--- src/rtl/bac_pkg.sv ---
package bac_pkg;
  typedef enum logic [1:0] {
    OP_HOLD = 2'd0,
    OP_STEP = 2'd1,
    OP_LOAD = 2'd2,
    OP_ZERO = 2'd3
  } bac_op_e;
endpackage

--- src/rtl/bac_op_sel.sv ---
module bac_op_sel
  import bac_pkg::*;
(
  input  logic    rst_n,
  input  logic    clr_n,
  input  logic    load_n,
  input  logic    step_n,
  output bac_op_e op
);
  // fixed priority: power-on reset / clear, then load, then step
  always_comb begin
    if (!rst_n || !clr_n) op = OP_ZERO;
    else if (!load_n)     op = OP_LOAD;
    else if (!step_n)     op = OP_STEP;
    else                  op = OP_HOLD;
  end
endmodule

--- src/rtl/bac_next.sv ---
module bac_next
  import bac_pkg::*;
#(
  parameter int ADDR_W = 13,
  parameter int USED_W = 13
) (
  input  logic [ADDR_W-1:0] cur,
  input  logic [ADDR_W-1:0] ext,
  input  bac_op_e           op,
  output logic [ADDR_W-1:0] nxt
);
  localparam logic [USED_W-1:0] ONE = USED_W'(1);

  logic [USED_W-1:0] low_nxt;

  // decoded bits only; rollover is natural modulo 2^USED_W
  always_comb begin
    unique case (op)
      OP_ZERO: low_nxt = '0;
      OP_LOAD: low_nxt = ext[USED_W-1:0];
      OP_STEP: low_nxt = cur[USED_W-1:0] + ONE;
      default: low_nxt = cur[USED_W-1:0];
    endcase
  end

  generate
    if (USED_W == ADDR_W) begin : g_full
      assign nxt = low_nxt;
    end else begin : g_narrow
      localparam int PAD_W = ADDR_W - USED_W;
      assign nxt = {{PAD_W{1'b0}}, low_nxt};
    end
  endgenerate
endmodule

--- src/rtl/bac_reg.sv ---
module bac_reg #(
  parameter int W = 13
) (
  input  logic         clk,
  input  logic [W-1:0] d,
  output logic [W-1:0] q
);
  always_ff @(posedge clk) q <= d;
endmodule

--- src/rtl/burst_addr_ctr.sv ---
module burst_addr_ctr
  import bac_pkg::*;
#(
  parameter int ADDR_W = 13,
  parameter int USED_W = 13
) (
  input  logic              clk,
  input  logic              rst_n,
  input  logic [ADDR_W-1:0] ext_addr,
  input  logic              clr_n,
  input  logic              load_n,
  input  logic              step_n,
  output logic [ADDR_W-1:0] addr
);
  bac_op_e           op;
  logic [ADDR_W-1:0] nxt;

  bac_op_sel u_sel (
    .rst_n (rst_n),
    .clr_n (clr_n),
    .load_n(load_n),
    .step_n(step_n),
    .op    (op)
  );

  bac_next #(.ADDR_W(ADDR_W), .USED_W(USED_W)) u_next (
    .cur(addr),
    .ext(ext_addr),
    .op (op),
    .nxt(nxt)
  );

  bac_reg #(.W(ADDR_W)) u_reg (
    .clk(clk),
    .d  (nxt),
    .q  (addr)
  );
endmodule

--- config.mk ---
export PLATFORM = sky130hd
export DESIGN_NAME = burst_addr_ctr
export DESIGN_NICKNAME = d
export VERILOG_FILES = /design/src/rtl/bac_pkg.sv /design/src/rtl/bac_op_sel.sv /design/src/rtl/bac_next.sv /design/src/rtl/bac_reg.sv /design/src/rtl/burst_addr_ctr.sv
export SDC_FILE = /design/constraint.sdc
export NUM_CORES = 1
export LEC_CHECK = 0
export BUFFER_PORTS_ARGS = -buffer_cell sky130_fd_sc_hd__buf_2
export CORE_MARGIN = 1
export CORE_UTILIZATION = 45
export CTS_CLUSTER_SIZE = 10
export DETAILED_ROUTE_END_ITERATION = 7
export PLACE_DENSITY = 0.73
export SYNTH_ARGS = -nofsm -noshare
export SYNTH_HDL_FRONTEND = slang
export SYNTH_SLANG_ARGS = --single-unit
--- constraint.sdc ---
create_clock -name clk -period 2.96 [get_ports clk]
set_clock_uncertainty 0.15 [all_clocks]
set_input_delay 0.74 -clock clk [delete_from_list [all_inputs] [get_ports clk]]
set_output_delay 0.74 -clock clk [all_outputs]
set_load 0.03 [all_outputs]
==> After elaboration in Yosys (flattened, before gate mapping) <==
Cells that the tools add are included.
{ "totals": {"in_bits": 18, "ff_bits": 13} }
{ "classes": {"addsub": 1, "n_mux": 4, "n_reduce_logical": 4, "eq_ne": 3} }
{ "ops": {"columns": ["cell", "count"], "rows": [
  ["13-bit one-hot mux with 3 select lines", 1],
  ["13-bit by 1-bit adder with 13-bit output (second input constant)", 1],
  ["2-bit == test (second input constant)", 2],
  ["2-bit 2-to-1 mux", 2],
  ["3-bit nonzero test", 1],
  ["2-bit by 1-bit == test with 1-bit output (second input constant)", 1],
  ["1-bit logical NOT", 2],
  ["1-bit logical OR", 1],
  ["1-bit 2-to-1 mux", 1]
]} }

==> Longest topological paths before layout <==
Gate-level depths: netlist (run 1).
{ "logic_depth": {"ltp_word": 5, "depth_mapped": 8} }

==> Hierarchy <==
A second synthesis (run 1) with hierarchy kept.
{ "unflattened": {"hier_cells": 101, "area_unflattened_um2": 874.6} }
{ "modules_own_cells": {"columns": ["module", "cells_per_inst", "instances", "area_each_um2"], "rows": [
  ["bac_next", 85, 1, 593.1],
  ["bac_reg", 13, 1, 260.2],
  ["bac_op_sel", 3, 1, 21.3]
]} }

==> Worst setup path before layout (run 1) <==
OpenSTA, ideal clock, no wires.
{ "synth_timing": {"path_kind": "input to register", "start": "input port load_n", "end": "register u_reg.q[11], data pin", "t_arrival_ps": 2186, "path_slack_ps": 488, "path_stages": 6, "path_buffers": 0, "cell_sequence": "inv_1 > o211a_1 > ha_1 > or3b_1 > or4_1 > nand3_1"} }
{ "synth_via": {"elab_chain_cells": 4, "elab_cells_between_ends": 6, "classes_between": "eq/ne (3); mux (3)"} }
{ "synth_lines": {"columns": ["item", "line_no", "source"], "rows": [
  ["start: declaration", "burst_addr_ctr.sv:11", "input logic load_n,"],
  ["2-bit 2-to-1 mux (*)", "bac_op_sel.sv:13", "else if (!load_n) op = OP_LOAD;"],
  ["2-bit 2-to-1 mux (*)", "bac_op_sel.sv:12", "if (!rst_n || !clr_n) op = OP_ZERO;"],
  ["2-bit by 1-bit == test with 1-bit output or 2-bit == test (tied branches)", "bac_next.sv:18", "unique case (op)"],
  ["13-bit one-hot mux with 3 select lines (*)", "bac_next.sv:18", null],
  ["net nxt[11]", "burst_addr_ctr.sv:16", "logic [ADDR_W-1:0] nxt;"],
  ["end signal: assignment", "bac_reg.sv:8", "always_ff @(posedge clk) q <= d;"],
  ["end: declaration", "bac_reg.sv:6", "output logic [W-1:0] q"]
]} }
The timed path passes the listed nets; every way through them passes the cells marked *.
A chain may end at the register's enable or synchronous reset.

==> Worst setup path after layout (run 1) <==
{ "layout_timing": {"start": "input port load_n", "end": "register u_reg.q[10], data pin"} }
The elaborated chain is that of the path after synthesis.

==> run metrics, run 1 <==
Final setup viols 0; Buffers on Ports 30; share of cells above drive strength 1 0.289; placed cell count 142; Max Freq 395 MHz; Syn. warnings 0; Critical Path End Type flop; clk slew on worst S/H paths 90 ps; LEAKAGE 0.493 nW; routed wire length 2.05 mm; Residual DRC 0; final net count 144; Avg Cell Area, Syn 9.97 um^2; Global Route Usage Sum 0.221; hold_buf cts 0; GR Overflow Total 0; Hold/Removal Path Class reg2reg; commonest non-fill, non-tap cell in the layout buf_2; top_reg_cell synth edfxtp_1; clk_lat worst skew 280 ps; placed inst area 1060 um^2; CP startpoint kind primary input; Post-Syn Nets 111; DRT iter0 DRCs 15; clk sinks 13; Async SR Flop Fraction 0; vias in the first global route 765; fin crit share 0.855; Data required, critical path 2950 ps; total power 0.381 mW; hold depth 2; Post-synth EDFFs 13; cell area power density 350 nW/um^2; crit path kind in2reg; Biggest register u_reg.q; slowest CP cell nor2b_1; register area share after synthesis 0.440; hpwl dp 1.45 mm; Worst R2R End u_reg.q[12]$_DFFE_PP_; Cell variety after synth 22; crit-path cells buf_2, inv_1, o211a_1, ha_1, nor2b_1, a32oi_1, nand3_1; FP Rows 15; max FFs per register 13; Largest regs u_reg.q x13; drt first pass iters 4; Die H 46.4 um; fin crit period 2530 ps; slew margin rel. 0.472; clock tree buffer depth 2; Ports 31; Setup Fix Bufs, Post-CTS 0; worst vdd ir 0.186 mV; r2r setup slk 1030 ps; Yosys reg bits 13; post-route worst setup slack 429 ps; CP Data Arrival Time 2520 ps; post-route ant nets 0; max-slew violations 0; Core Area 1780 um^2; fin area 1090 um^2; CTS tree yes; R2R Path Start u_reg.q[0]$_DFFE_PP_; Max Fanout on Critical Path 12; Worst-Margin Slew 790 ps; Vias per Instance 5.80; Finished Layout Cells 146; unrepaired setup endpoints after global routing no; most frequent cells in the layout buf_2 (30), nand3_1 (13), edfxtp_1 (13); Die Footprint 2150 um^2; clk root buf clkbuf_4; slowest stage delay, CP 660 ps; Setup TNS 0 ps; area growth from synthesis to layout 22.6%; htree depth 1; outcome completed; post-CTS sizing 0; Hold Crit Start u_reg.q[12]$_DFFE_PP_; Core Util, Final 0.610; ANT cells 0; Initial Utilization 0.498; Syn Inst Count 89; hold endpoint u_reg.q[12]$_DFFE_PP_; largest net degree at the start of global routing 14; via count 847; Num CTS Buffers 3; die width 46.4 um; Max Cap Viol 0; Hold Fails Final Rpt 0; routed len/inst 14.0 um; GPL Wtd Cong 0.720; first-pass GRT wire length 3.34 mm; Mapped Area 887 um^2; antenna violations before repair 0; Place WS 179 ps; R2R depth 4; hold slack 531 ps
## kinds of logic after synthesis
| logic type | count (synthesis) | synth area share |
|---|---|---|
| buffers and inverters | 8 | 0.0339 |
| AOI/OAI and AO/OA | 18 | 0.152 |
| and+or+nand+nor | 43 | 0.288 |
| DFF | 13 | 0.440 |
| xor gates and xnor gates | 3 | 0.0296 |
| adders and majority gates | 4 | 0.0564 |
## critical path: cells and delay by family
family	cells	cell delay, ps
and+or+nand+nor	2	780
AOI/OAI and AO/OA	2	470
adders and majority gates	1	410
buffers and inverters	2	110
## per-layer routing
metal	part of all wire	track usage	wire length, um
met2	0.49	0.322	995
met5	0	0	0
met1	0.46	0.303	935
met3	0.039	0.0431	80
met4	0.018	0.118	37
## how the worst max path moves through the flow
stage / startpoint / to / cells after the start
2_1_floorplan: load_n / u_reg.q[11]$_DFFE_PP_ / 6
3_3_place_gp: load_n / u_reg.q[9]$_DFFE_PP_ / 7
3_5_place_dp: load_n / u_reg.q[10]$_DFFE_PP_ / 7
4_1_cts: load_n / u_reg.q[10]$_DFFE_PP_ / 7
5_1_grt: load_n / u_reg.q[10]$_DFFE_PP_ / 7
6_report: load_n / u_reg.q[10]$_DFFE_PP_ / 7
## cells in the mapped netlist, types with 3 or more instances
library cell	number	area share
a32oi_1	4	0.039
edfxtp_1	13	0.44
ha_1	4	0.056
inv_1	6	0.025
nand2_1	9	0.038
nand2b_1	3	0.021
nand3_1	13	0.073
o211ai_1	8	0.068
or4_1	8	0.068
## power by group
group / total (mW) / switching, mW / internal (mW)
combinational: 0.0506 / 0.0303 / 0.0203
sequential: 0.216 / 0.00878 / 0.207
clock: 0.114 / 0.0621 / 0.0523
## cell type report
type,instances,area (um^2)
fillers,165,696
repair buffers,30,150
multi-input cells,68,467
clock buffers,4,26.3
inverters,6,22.5
well taps,25,31.3
flip-flops and latches,13,390
Note: power is estimated with default switching activity, not from simulation.
==> inputs of run 2 (changes only) <==
Settings changed: ABC_AREA set to 1.
==> run metrics, run 2 <==
commonest non-fill, non-tap cell in the layout buf_2 (unchanged); most frequent cells after synthesis nand2_1 (28), a21oi_1 (15), nand3_1 (14), edfxtp_1 (13), inv_1 (12) (was edfxtp_1 (13), nand3_1 (13), nand2_1 (9), o211ai_1 (8), or4_1 (8)); share of cells above drive strength 1 0.270 (was 0.289); Max Fanout on Critical Path 10 (was 12); CP Data Arrival Time 1910 ps (was 2520 ps); Post-synth EDFFs 13 (unchanged); hold depth 2 (unchanged); hpwl dp 1.55 mm (was 1.45 mm); first-pass GRT wire length 3.06 mm (was 3.34 mm); fin crit share 0.690 (was 0.855); Worst-Margin Slew 532 ps (was 790 ps); crit path kind in2reg (unchanged); Async SR Flop Fraction 0 (unchanged); hold_buf cts 0 (unchanged); Hold Fails Final Rpt 0 (unchanged); post-route ant nets 0 (unchanged); Syn. warnings 0 (unchanged); fin area 1120 um^2 (was 1090 um^2); CP startpoint kind primary input (unchanged); placed cell count 171 (was 142); Ports 31 (unchanged); via count 910 (was 847); routed len/inst 12.0 um (was 14.0 um); Core Area 1940 um^2 (was 1780 um^2); outcome completed (unchanged); Final setup viols 0 (unchanged); GPL Wtd Cong 0.824 (was 0.720); area growth from synthesis to layout 21.1% (was 22.6%); worst vdd ir 0.286 mV (was 0.186 mV); Avg Cell Area, Syn 7.89 um^2 (was 9.97 um^2); Core Util, Final 0.576 (was 0.610); Yosys reg bits 13 (unchanged); most frequent cell after synthesis nand2_1; LEAKAGE 0.487 nW (was 0.493 nW); Synth area leader edfxtp_1 (unchanged); Data required, critical path 2830 ps (was 2950 ps); Die H 47.3 um (was 46.4 um); clk sinks 13 (unchanged); htree depth 1 (unchanged); max-slew violations 0 (unchanged); routed wire length 2.11 mm (was 2.05 mm); placed inst area 1090 um^2 (was 1060 um^2); Largest regs u_reg.q x13 (unchanged); antenna violations before repair 0 (unchanged); final net count 171 (was 144); post-CTS sizing 0 (unchanged); FP Rows 16 (was 15); R2R depth 6 (was 4); top cell type's share of synthesized area 0.423 (was 0.440); Num CTS Buffers 3 (unchanged); Max Cap Viol 0 (unchanged); fin crit period 2040 ps (was 2530 ps); clk root buf clkbuf_4 (unchanged); Cell variety after synth 19 (was 22); Global Route Usage Sum 0.197 (was 0.221); Critical Path End Type flop (unchanged); register area share after synthesis 0.423 (was 0.440); vias in the first global route 753 (was 765); Hold Crit Start u_reg.q[6]$_DFFE_PP_ (was u_reg.q[12]$_DFFE_PP_); drt first pass iters 7 (was 4); Hold/Removal Path Class reg2reg (unchanged); Setup TNS 0 ps (unchanged); CTS tree yes (unchanged); GR Overflow Total 0 (unchanged); Layout fillers 193 (was 165); unrepaired setup endpoints after global routing no (unchanged); Mapped Area 923 um^2 (was 887 um^2); clk slew on worst S/H paths 90 ps (about the same); clock tree buffer depth 2 (unchanged); ANT cells 0 (unchanged); Buffers on Ports 30 (unchanged); Residual DRC 0 (unchanged); die width 47.3 um (was 46.4 um); most frequent cells in the layout buf_2 (30), nand2_1 (28), a21oi_1 (15) (was buf_2 (30), nand3_1 (13), edfxtp_1 (13)); Max Freq 490 MHz (was 395 MHz); max FFs per register 13 (unchanged); Syn Inst Count 117 (was 89); slew margin rel. 0.645 (was 0.472); Vias per Instance 5.20 (was 5.80); Finished Layout Cells 175 (was 146); clk_lat worst skew 280 ps (about the same); DRT iter0 DRCs 28 (was 15); Worst R2R End u_reg.q[8]$_DFFE_PP_ (was u_reg.q[12]$_DFFE_PP_); cell area power density 344 nW/um^2 (was 350 nW/um^2); total power 0.385 mW (was 0.381 mW); Setup Fix Bufs, Post-CTS 0 (unchanged); top post-synthesis cells by area edfxtp_1 (42%), nand2_1 (11%), a21oi_1 (8.1%) (was edfxtp_1 (44%), nand3_1 (7.3%), o211ai_1 (6.8%)); Die Footprint 2240 um^2 (was 2150 um^2); largest net degree at the start of global routing 14 (unchanged); top_reg_cell synth edfxtp_1 (unchanged); Initial Utilization 0.476 (was 0.498); Post-Syn Nets 139 (was 111); r2r setup slk 1360 ps (was 1030 ps); hold endpoint u_reg.q[6]$_DFFE_PP_ (was u_reg.q[12]$_DFFE_PP_); Biggest register u_reg.q (unchanged); R2R Path Start u_reg.q[0]$_DFFE_PP_ (unchanged)
run 2: metrics by stage:
step                      hold WS (ps)  setup slack (ps)
final                              611               918
after global routing               633               734
after CTS                          605               899
after detailed placement           585               608
after global placement             570               689
after floorplan                    733               841
run 2: logic make-up after synthesis:
logic type,count (synthesis),share of synthesized area
flip-flops,13,0.423
buffers and inverters,16,0.0691
AO/OA/AOI/OAI,22,0.129
adder cells (fa/ha/maj),4,0.0542
AND/OR/NAND/NOR,62,0.325
run 2: worst max-delay path by stage:
stage	slack, ps	endpoint	startpoint
2_1_floorplan	840	u_reg.q[4]$_DFFE_PP_	load_n
3_3_place_gp	690	u_reg.q[4]$_DFFE_PP_	load_n
3_5_place_dp	610	u_reg.q[4]$_DFFE_PP_	load_n
4_1_cts	900	u_reg.q[4]$_DFFE_PP_	load_n
5_1_grt	730	u_reg.q[2]$_DFFE_PP_	rst_n
6_report	920	u_reg.q[4]$_DFFE_PP_	load_n
run 2: power breakdown:
part	switching [mW]	internal, mW	leakage (nW)	total (mW)
Clock	0.0627	0.0522	0.0150	0.115
Sequential	0.00731	0.207	0.158	0.214
Combinational	0.0356	0.0201	0.314	0.0557
Total	0.106	0.279	0.487	0.385
run 2: critical path, cell delays in order:
cell and delay, ps:
buf_2 100, inv_1 60, nor2_1 40, nor2_1 160, inv_1 70, ha_1 320, inv_1 170, a21oi_1 60
o22ai_1 130, a21oi_1 80
run 2: metal layers:
metal | global-route usage | part of all wire | wire, um
met1 | 0.235 | 0.43 | 912
met2 | 0.342 | 0.54 | 1130
met3 | 0.0385 | 0.026 | 54
met4 | 0.0800 | 0.0057 | 12
met5 | 0 | 0 | 0
run 2: cell type report:
cell class / instances / area, um^2 / share of cell area
inverters: 13 / 48.8 / 0.0436
well taps: 27 / 33.8 / 0.0302
clock buffers: 4 / 26.3 / 0.0235
multi-input cells: 88 / 469 / 0.419
flip-flops and latches: 13 / 390 / 0.349
repair buffers: 30 / 150 / 0.134
==> inputs of run 3 (changes only) <==
Clock period 2.96 ns to 2.1 ns, I/O delays scaled along.
==> run metrics, run 3 (same netlist as run 2, synthesis figures left out) <==
outcome completed (unchanged); clk slew on worst S/H paths 90 ps (about the same); Die H 47.3 um (unchanged); Buffers on Ports 30 (unchanged); slew margin rel. 0.846 (was 0.645); Setup Fix Bufs, Post-CTS 0 (unchanged); Critical Path End Type output port (was flop); hpwl dp 1.59 mm (was 1.55 mm); first-pass GRT wire length 3.42 mm (was 3.06 mm); htree depth 1 (unchanged); hold endpoint u_reg.q[11]$_DFFE_PP_ (was u_reg.q[6]$_DFFE_PP_); Data required, critical path 1420 ps (was 2830 ps); commonest non-fill, non-tap cell in the layout buf_2 (unchanged); worst path bufs/invs 1 (was 4); vias in the first global route 777 (was 753); routed wire length 2.16 mm (was 2.11 mm); GR Overflow Total 0 (unchanged); CP startpoint kind flop (was primary input); Largest regs u_reg.q x13 (unchanged); Initial Utilization 0.476 (unchanged); Ports 31 (unchanged); fin crit period 1680 ps; antenna violations before repair 0 (unchanged); cell area power density 474 nW/um^2 (was 344 nW/um^2); R2R depth 6 (unchanged); final net count 176 (was 171); clock tree buffer depth 2 (unchanged); Max Cap Viol 0 (unchanged); Die Footprint 2240 um^2 (unchanged); R2R Path Start u_reg.q[0]$_DFFE_PP_ (unchanged); Reg power frac 0.550 (was 0.557); ANT cells 0 (unchanged); crit-path cells buf_2 (was buf_2, inv_1, nor2_1, nor2_1, inv_1, ha_1, inv_1, a21oi_1, o22ai_1, a21oi_1); Core Area 1940 um^2 (unchanged); FP Rows 16 (unchanged); family with the most delay on the worst path flip-flops (was buffers and inverters); post-CTS sizing 0 (unchanged); hold depth 3 (was 2); die width 47.3 um (unchanged); Final setup viols 0 (unchanged); Setup TNS 0 ps (unchanged); Global Route Usage Sum 0.223 (was 0.197); routed len/inst 12.0 um (about the same); post-route ant nets 0 (unchanged); Max Fanout on Critical Path 6 (was 10); GPL Wtd Cong 0.790 (was 0.824); internal power 0.397 mW (was 0.279 mW); Worst-Margin Slew 231 ps (was 532 ps); r2r setup slk 470 ps (was 1360 ps); Hold/Removal Path Class in2reg (was reg2reg); Num CTS Buffers 3 (unchanged); largest net degree at the start of global routing 14 (unchanged); Net Sw Frac 0.275 (was 0.274); worst vdd ir 0.364 mV (was 0.286 mV); drt first pass iters 4 (was 7); fin crit share 0.801; Max Freq 594 MHz; NetSw 0.151 mW (was 0.106 mW); clk sinks 13 (unchanged); cell depth of the worst setup path 1 (was 10); clk root buf clkbuf_4 (unchanged); Vias per Instance 5.17 (was 5.20); LEAKAGE 0.511 nW (was 0.487 nW); crit path kind reg2out (was in2reg); Hold Fails Final Rpt 0 (unchanged); most frequent cells in the layout buf_2 (30), nand2_1 (28), a21oi_1 (15) (unchanged); DRT iter0 DRCs 28 (unchanged); CP Data Arrival Time 1010 ps (was 1910 ps); unrepaired setup endpoints after global routing no (unchanged); hold_buf cts 0 (unchanged); slowest stage delay, CP 500 ps (was 320 ps); Biggest register u_reg.q (unchanged); share of cells above drive strength 1 0.294 (was 0.270); max FFs per register 13 (unchanged); CTS tree yes (unchanged); slowest CP cell edfxtp_1 (was ha_1); Worst R2R End u_reg.q[2]$_DFFE_PP_ (was u_reg.q[8]$_DFFE_PP_); Clock Power Share 0.297 (was 0.299); Gate power share 0.153 (was 0.145); Hold Crit Start ext_addr[11] (was u_reg.q[6]$_DFFE_PP_); clk_lat worst skew 280 ps (about the same); via count 930 (was 910); Core Util, Final 0.595 (was 0.576); area growth from synthesis to layout 25.2% (was 21.1%); Residual DRC 0 (unchanged); max-slew violations 0 (unchanged)
==> run 3: cell types whose count changed in the layout (fill, tap and decap cells not counted) <==
cell	change
buf_4	+5
==> run 3: worst max path at each step <==
| stage | end | startpoint | slack [ps] |
|---|---|---|---|
| floorplan | u_reg.q[4]$_DFFE_PP_ | load_n | 200 |
| global placement | u_reg.q[4]$_DFFE_PP_ | load_n | 210 |
| detailed placement | u_reg.q[4]$_DFFE_PP_ | load_n | 160 |
| CTS | addr[4] | u_reg.q[4]$_DFFE_PP_ | 420 |
| global route | u_reg.q[4]$_DFFE_PP_ | load_n | 320 |
| finish | addr[4] | u_reg.q[4]$_DFFE_PP_ | 420 |
==> run 3: worst min-delay path: cells and delay by family <==
| kind | cells | cell delay, ps |
|---|---|---|
| buf+inv | 1 | 70 |
| compound gates | 1 | 130 |
| simple gates | 1 | 40 |
==> run 3: power by group through the flow <==
stage	logic (mW)	clock network [mW]	registers, mW
after global routing	0.0932	0.174	0.304
after detailed placement	0.0839	0	0.308
after floorplan	0.0322	0	0.323
final	0.0838	0.163	0.302
after global placement	0.0823	0	0.307
after CTS	0.0840	0.166	0.302
==> run 3: layout make-up <==
type / instances / area, um^2
fill: 198 / 786
multi-input combinational: 88 / 469
sequential: 13 / 390
timing repair buffer: 35 / 188
inverter: 13 / 48.8
tap: 27 / 33.8
clock buffer: 4 / 26.3
==> run 3: layer usage <==
metal	share of wire	track usage
met5	0	0
met3	0.038	0.0231
met2	0.48	0.334
met1	0.47	0.319
met4	0.013	0.103
==> run 3: metrics by stage <==
step | setup slack [ps] | instance area, um^2 | hold slack (ps) | total power [mW] | std cells
final | 418 | 1160 | 442 | 0.548 | 180
after global routing | 316 | 1160 | 459 | 0.571 | 180
after CTS | 416 | 1160 | 439 | 0.552 | 180
after detailed placement | 156 | 1130 | 571 | 0.392 | 176
after global placement | 210 | 1130 | 553 | 0.390 | 176
after floorplan | 196 | 923 | 635 | 0.355 | 117
